### src/rtl/serreg_slave.sv
module serreg_slave (
  input  logic        clk,
  input  logic        rst_n,
  input  logic        sclk,
  input  logic        cs_n,
  input  logic        din,
  input  logic        pol,
  input  logic        ld_stb,
  input  logic [23:0] ld_data,
  output logic        dout,
  output logic        rdy_n
);
  localparam logic [2:0] A_COMM = 3'd0, A_MODE = 3'd1, A_CTRL = 3'd2,
                         A_COEF = 3'd3, A_DATA = 3'd5;

  logic        s_prev, acc_ph, rd_q, wide_q, dbit, rdy, reload;
  logic [2:0]  tgt;
  logic [4:0]  bcnt;
  logic [7:0]  bsh, mode_q, ctrl_q;
  logic [15:0] hold;
  logic [23:0] rd_word, data_q, coef_q, rd_sel;

  wire        s_now  = sclk ^ pol;
  wire        lead   = !cs_n && s_now && !s_prev;
  wire        trail  = !cs_n && !s_now && s_prev;
  wire [7:0]  byte_n = {bsh[6:0], din};
  wire [4:0]  bcnt_n = bcnt + 5'd1;
  wire [4:0]  last   = wide_q ? 5'd24 : 5'd8;
  wire [2:0]  csel   = byte_n[6:4];
  wire        crd    = byte_n[3];
  wire        cmd_end = trail && !acc_ph && bcnt == 5'd7;
  wire        cimpl  = (csel == A_COMM && crd) || csel == A_MODE || csel == A_CTRL ||
                       csel == A_COEF || (csel == A_DATA && crd);
  wire        done   = trail && acc_ph && bcnt_n == last;
  wire        start_data = cmd_end && cimpl && csel == A_DATA;

  always_comb begin
    case (csel)
      A_COMM:  rd_sel = {~rdy, 23'd0};
      A_MODE:  rd_sel = {mode_q, 16'd0};
      A_CTRL:  rd_sel = {ctrl_q, 16'd0};
      A_COEF:  rd_sel = coef_q;
      A_DATA:  rd_sel = data_q;
      default: rd_sel = 24'd0;
    endcase
  end

  assign dout  = acc_ph & rd_q & dbit;
  assign rdy_n = ~rdy;

  always_ff @(posedge clk or negedge rst_n) begin
    if (!rst_n) begin
      s_prev <= 1'b0; acc_ph <= 1'b0; rd_q <= 1'b0; wide_q <= 1'b0;
      dbit <= 1'b0; tgt <= A_COMM; bcnt <= 5'd0; bsh <= 8'd0;
      hold <= 16'd0; rd_word <= 24'd0; mode_q <= 8'd0; ctrl_q <= 8'd0;
      coef_q <= 24'd0;
    end else begin
      s_prev <= s_now;
      if (cs_n) begin
        bcnt <= {bcnt[4:3], 3'b000};
      end else if (lead) begin
        dbit <= rd_word[5'd23 - bcnt];
      end else if (trail) begin
        bsh <= byte_n;
        if (!acc_ph) begin
          if (bcnt == 5'd7) begin
            bcnt <= 5'd0;
            dbit <= 1'b0;
            if (cimpl) begin
              acc_ph  <= 1'b1;
              tgt     <= csel;
              rd_q    <= crd;
              wide_q  <= (csel == A_COEF) || (csel == A_DATA);
              rd_word <= rd_sel;
            end
          end else begin
            bcnt <= bcnt_n;
          end
        end else begin
          if (!rd_q && bcnt[2:0] == 3'd7) hold <= {hold[7:0], byte_n};
          if (bcnt_n == last) begin
            acc_ph <= 1'b0;
            bcnt   <= 5'd0;
            if (!rd_q) begin
              case (tgt)
                A_MODE:  mode_q <= byte_n;
                A_CTRL:  ctrl_q <= byte_n;
                A_COEF:  coef_q <= {hold, byte_n};
                default: ;
              endcase
            end
          end else begin
            bcnt <= bcnt_n;
          end
        end
      end
    end
  end

  always_ff @(posedge clk or negedge rst_n) begin
    if (!rst_n) begin
      data_q <= 24'd0; rdy <= 1'b0; reload <= 1'b0;
    end else begin
      if (ld_stb) data_q <= ld_data;
      if (ld_stb) rdy <= 1'b1;
      else if (done && rd_q && tgt == A_DATA && !reload) rdy <= 1'b0;
      if (start_data) reload <= ld_stb;
      else if (ld_stb) reload <= 1'b1;
    end
  end


  rdy_set_chk: assert property (@(posedge clk) disable iff (!rst_n) ld_stb |=> !rdy_n);

  cs_align_chk: assert property (@(posedge clk) disable iff (!rst_n) cs_n |=> bcnt[2:0] == 3'd0);

  comm_cnt_chk: assert property (@(posedge clk) disable iff (!rst_n) !acc_ph |-> bcnt < 5'd8);

  acc_cnt_chk: assert property (@(posedge clk) disable iff (!rst_n) acc_ph |-> bcnt < last);

  word_hold_chk: assert property (@(posedge clk) disable iff (!rst_n)
    (acc_ph && $past(acc_ph)) |-> $stable(rd_word));

  mode_edge_chk: assert property (@(posedge clk) disable iff (!rst_n)
    !$stable(mode_q) |-> $past(trail));
endmodule

### config.mk
export PLATFORM = sky130hd
export DESIGN_NAME = serreg_slave
export DESIGN_NICKNAME = d
export VERILOG_FILES = /design/src/rtl/serreg_slave.sv
export SDC_FILE = /design/constraint.sdc
export NUM_CORES = 1
export LEC_CHECK = 0
export BUFFER_PORTS_ARGS = -buffer_cell sky130_fd_sc_hd__buf_2
export CORE_MARGIN = 2
export CORE_UTILIZATION = 40
export CTS_BUF_LIST = sky130_fd_sc_hd__clkbuf_4
export CTS_CLUSTER_DIAMETER = 100
export CTS_CLUSTER_SIZE = 30
export DETAILED_ROUTE_END_ITERATION = 6
export PLACE_DENSITY = 0.52
export SETUP_SLACK_MARGIN = 0.05
export SLEW_MARGIN = 30
export SYNTH_ARGS = -nofsm -noshare
export SYNTH_HDL_FRONTEND = slang
export SYNTH_SLANG_ARGS = --single-unit
### constraint.sdc
create_clock -name clk -period 3.2 [get_ports clk]
set_input_delay 0.48 -clock clk [delete_from_list [all_inputs] [get_ports clk]]
set_output_delay 0.48 -clock clk [all_outputs]
set_load 0.05 [all_outputs]
==> qor.yml <==
routing:
  wire_per_inst_microns: 18.58
  drt_iter0_markers: 233
  routed_wl_microns: 12560
  antenna_left: 0
  first_pass_iters: 4
  via_per_inst: 5.170
  vias: 3495
  drc: 0
die:
  die_h_microns: 124.7
  die_area_sq_mm: 0.01555
  core_sq_mm: 0.01437
  ioPinCount: 33
  die_w_microns: 124.7
  initial_core_util: 0.4054
  rows: 44
cts:
  numCtsBuffers: 17
  clock-sinks: 126
  cts_buffer_depth: 2
  path_clk_slew_ps: 120
  clock_latency_ps: 540
  cts-root-buf: "clkbuf_4"
  cts-resized-gates: 0
  htreeDepth: 4
  cts_tree: "yes"
sta:
  fin_crit_sh: 0.8302
  timing.final.crit_period_ps: 2657
  clock_skew_ps: 19.63
  fin_tns_setup_ps: 0
  tightest_slew_ps: 748.1
  finalMaxSlewViolations: 0
  relSlewSlack: 0.4975
  timing.hold.ws_ps: 166.1
  hold_violations: 0
  rsz0062_at_grt: "false"
  timing.fmax_mhz: 376.4
  finalSetupViolCount: 0
yosys:
  async_flop_share: 1.000
  syn_inst: 439
  avgSynthCellArea_sq_um: 13.27
  yosysSeqAreaShare: 0.5412
  synth-edff-count: 0
  yosysWarnings: 0
  synth_area_sq_mm: 0.005826
  syn_nets: 472
  ys_types: 50
  ys_seq_elements: 126
  synth_ff_type: "dfrtp_1"
final_layout:
  final_nets: 512
  final_layout_size_suffix_gt1_frac: 0.3801
  stdcell_area_sq_mm: 0.006560
  num-fill-cells: 1311
  mostFrequentLayoutCells: "126 x dfrtp_1, 82 x mux2_2, 31 x buf_2, 27 x mux2i_1, 25 x nand2_1"
  syn2layout_area_growth_pct: 12.61
  num_antenna_cells: 0
  final_common_cell: "dfrtp_1"
placed_design:
  place.gp.congestion: 0.7944
  port_buffers: 32
  dpl_cell_area_sq_mm: 0.006217
  hpwl_microns: 8497
setup_path:
  path_max_fanout: 8
  start_kind: "flop"
  crit_arrival_ps: 3080
  critPathKind: "flop to flop"
  critPathRequiredTime_ps: 3630
  end_kind: "flop"
pwr:
  vdd_drop_max_mv: 0.2929
  powerDensity_mw_per_mm2: 534.6
  p_leak_nw: 3.111
  total_power_mw: 3.507
hold_path:
  min_path_type: "primary input to flop"
global_route:
  antenna_found_initial: 0
  grt_pass1_wl_microns: 20620
  grt_max_degree: 55
  grt_pass1_vias: 3727
  overflow: 0
  grt.total_usage: 0.1729
job:
  max_cap_violations: 0
status:
  status: "complete, no violations"
-- final timing paths --
kind / from / endpoint / slack (ps) / cells after the start
setup / recovery: bcnt[1] / ctrl_q[5] / 540 / 6
hold / removal: ld_data[16] / data_q[16] / 170 / 2
setup reg to reg: bcnt[1] / ctrl_q[5] / 540 / 6
hold reg to reg: reload / reload / 500 / 1
max in group asynchronous: rst_n / bcnt[4] / 1860 / 3
min in group asynchronous: rst_n / hold[8] / 470 / 2
-- registers in the layout, summed over array words and instances (netlist names), 3 cells and up --
signal and cells:
bsh 7, coef_q 24, tgt 3, mode_q 8, rd_word 24, ctrl_q 8, bcnt 5, hold 16
data_q 24
-- timing repair --
| action | in CTS | in global routing |
|---|---|---|
| hold endpoints to repair | 34 | 0 |
| setup buffers | 0 | 0 |
| hold buffers | 1 | 0 |
-- logic make-up (layout without fill, tap and decap cells) --
kind of cell    count (synthesis)  in the layout  share of synthesized area
simple gates                   81             81                    0.08291
fa+ha+maj                       2              2                   0.004295
mux                           130            130                     0.2588
xor+xnor                        4              4                   0.007304
compound gates                 58             58                    0.07453
buf+inv                        38             91                    0.03093
flops                         126            126                     0.5412
-- synth_stat cells (2+ instances only) --
cell type | count | area share
dfrtp_1 | 126 | 0.54
mux2_2 | 82 | 0.16
mux2i_1 | 27 | 0.046
nand2_1 | 25 | 0.016
mux2_4 | 20 | 0.052
a22o_1 | 19 | 0.029
clkbuf_1 | 13 | 0.0084
a21oi_1 | 11 | 0.0094
inv_1 | 11 | 0.0071
and3_1 | 9 | 0.0097
nor2b_1 | 7 | 0.0075
o2bb2ai_1 | 7 | 0.011
buf_2 | 6 | 0.0052
nand2b_1 | 6 | 0.0064
nand4_1 | 6 | 0.0064
nor2_1 | 6 | 0.0039
o21ai_0 | 5 | 0.0043
a22oi_1 | 4 | 0.0052
buf_4 | 4 | 0.0052
nand3_1 | 4 | 0.0034
a21o_1 | 3 | 0.0039
and2_1 | 3 | 0.0032
and3b_1 | 2 | 0.0030
buf_1 | 2 | 0.0013
buf_6 | 2 | 0.0039
ha_1 | 2 | 0.0043
nor3_1 | 2 | 0.0017
nor4_4 | 2 | 0.0073
xnor2_1 | 2 | 0.0030
-- metrics by stage --
| stage | instances | util | setup WS, ps |
|---|---|---|---|
| 6_report | 676 | 0.4565 | 543.3 |
| 5_1_grt | 676 | 0.4565 | 390.2 |
| 4_1_cts | 676 | 0.4565 | 562.3 |
| 3_5_place_dp | 643 | 0.4327 | 564.0 |
| 3_3_place_gp | 643 | 0.4327 | 613.8 |
| 2_1_floorplan | 439 | - | 803.9 |
-- layout make-up --
| type | instances | area, sq um | share of cell area |
|---|---|---|---|
| inverter | 11 | 41.29 | 0.006294 |
| timing repair buffer | 48 | 310.3 | 0.04730 |
| tap | 184 | 230.2 | 0.03509 |
| clock inverter | 14 | 197.7 | 0.03014 |
| clock buffer | 18 | 135.1 | 0.02060 |
| multi-input combinational | 275 | 2492 | 0.3799 |
| sequential | 126 | 3153 | 0.4806 |
-- power breakdown --
part / internal [mW] / total [mW] / switching [mW]
Clock: 0.695 / 1.27 / 0.577
Sequential: 1.66 / 1.75 / 0.0961
Combinational: 0.193 / 0.483 / 0.290
-- layer usage --
metal  routed length [microns]  vias to the layer above  global-route usage
li1                          -                     1670                   -
met1                      6094                     1764              0.2330
met2                      5965                       54              0.2739
met3                       401                        7             0.04983
met4                        98                        0             0.04759
met5                         0                        -                   0
-- worst max-delay path: stages (launching register included) --
cell     delay (ps)
dfrtp_1         450
ha_1            260
ha_1            330
and3b_1         260
mux2i_2         130
nor4_4          710
mux2_2          410
(Power assumes the default switching activity.)
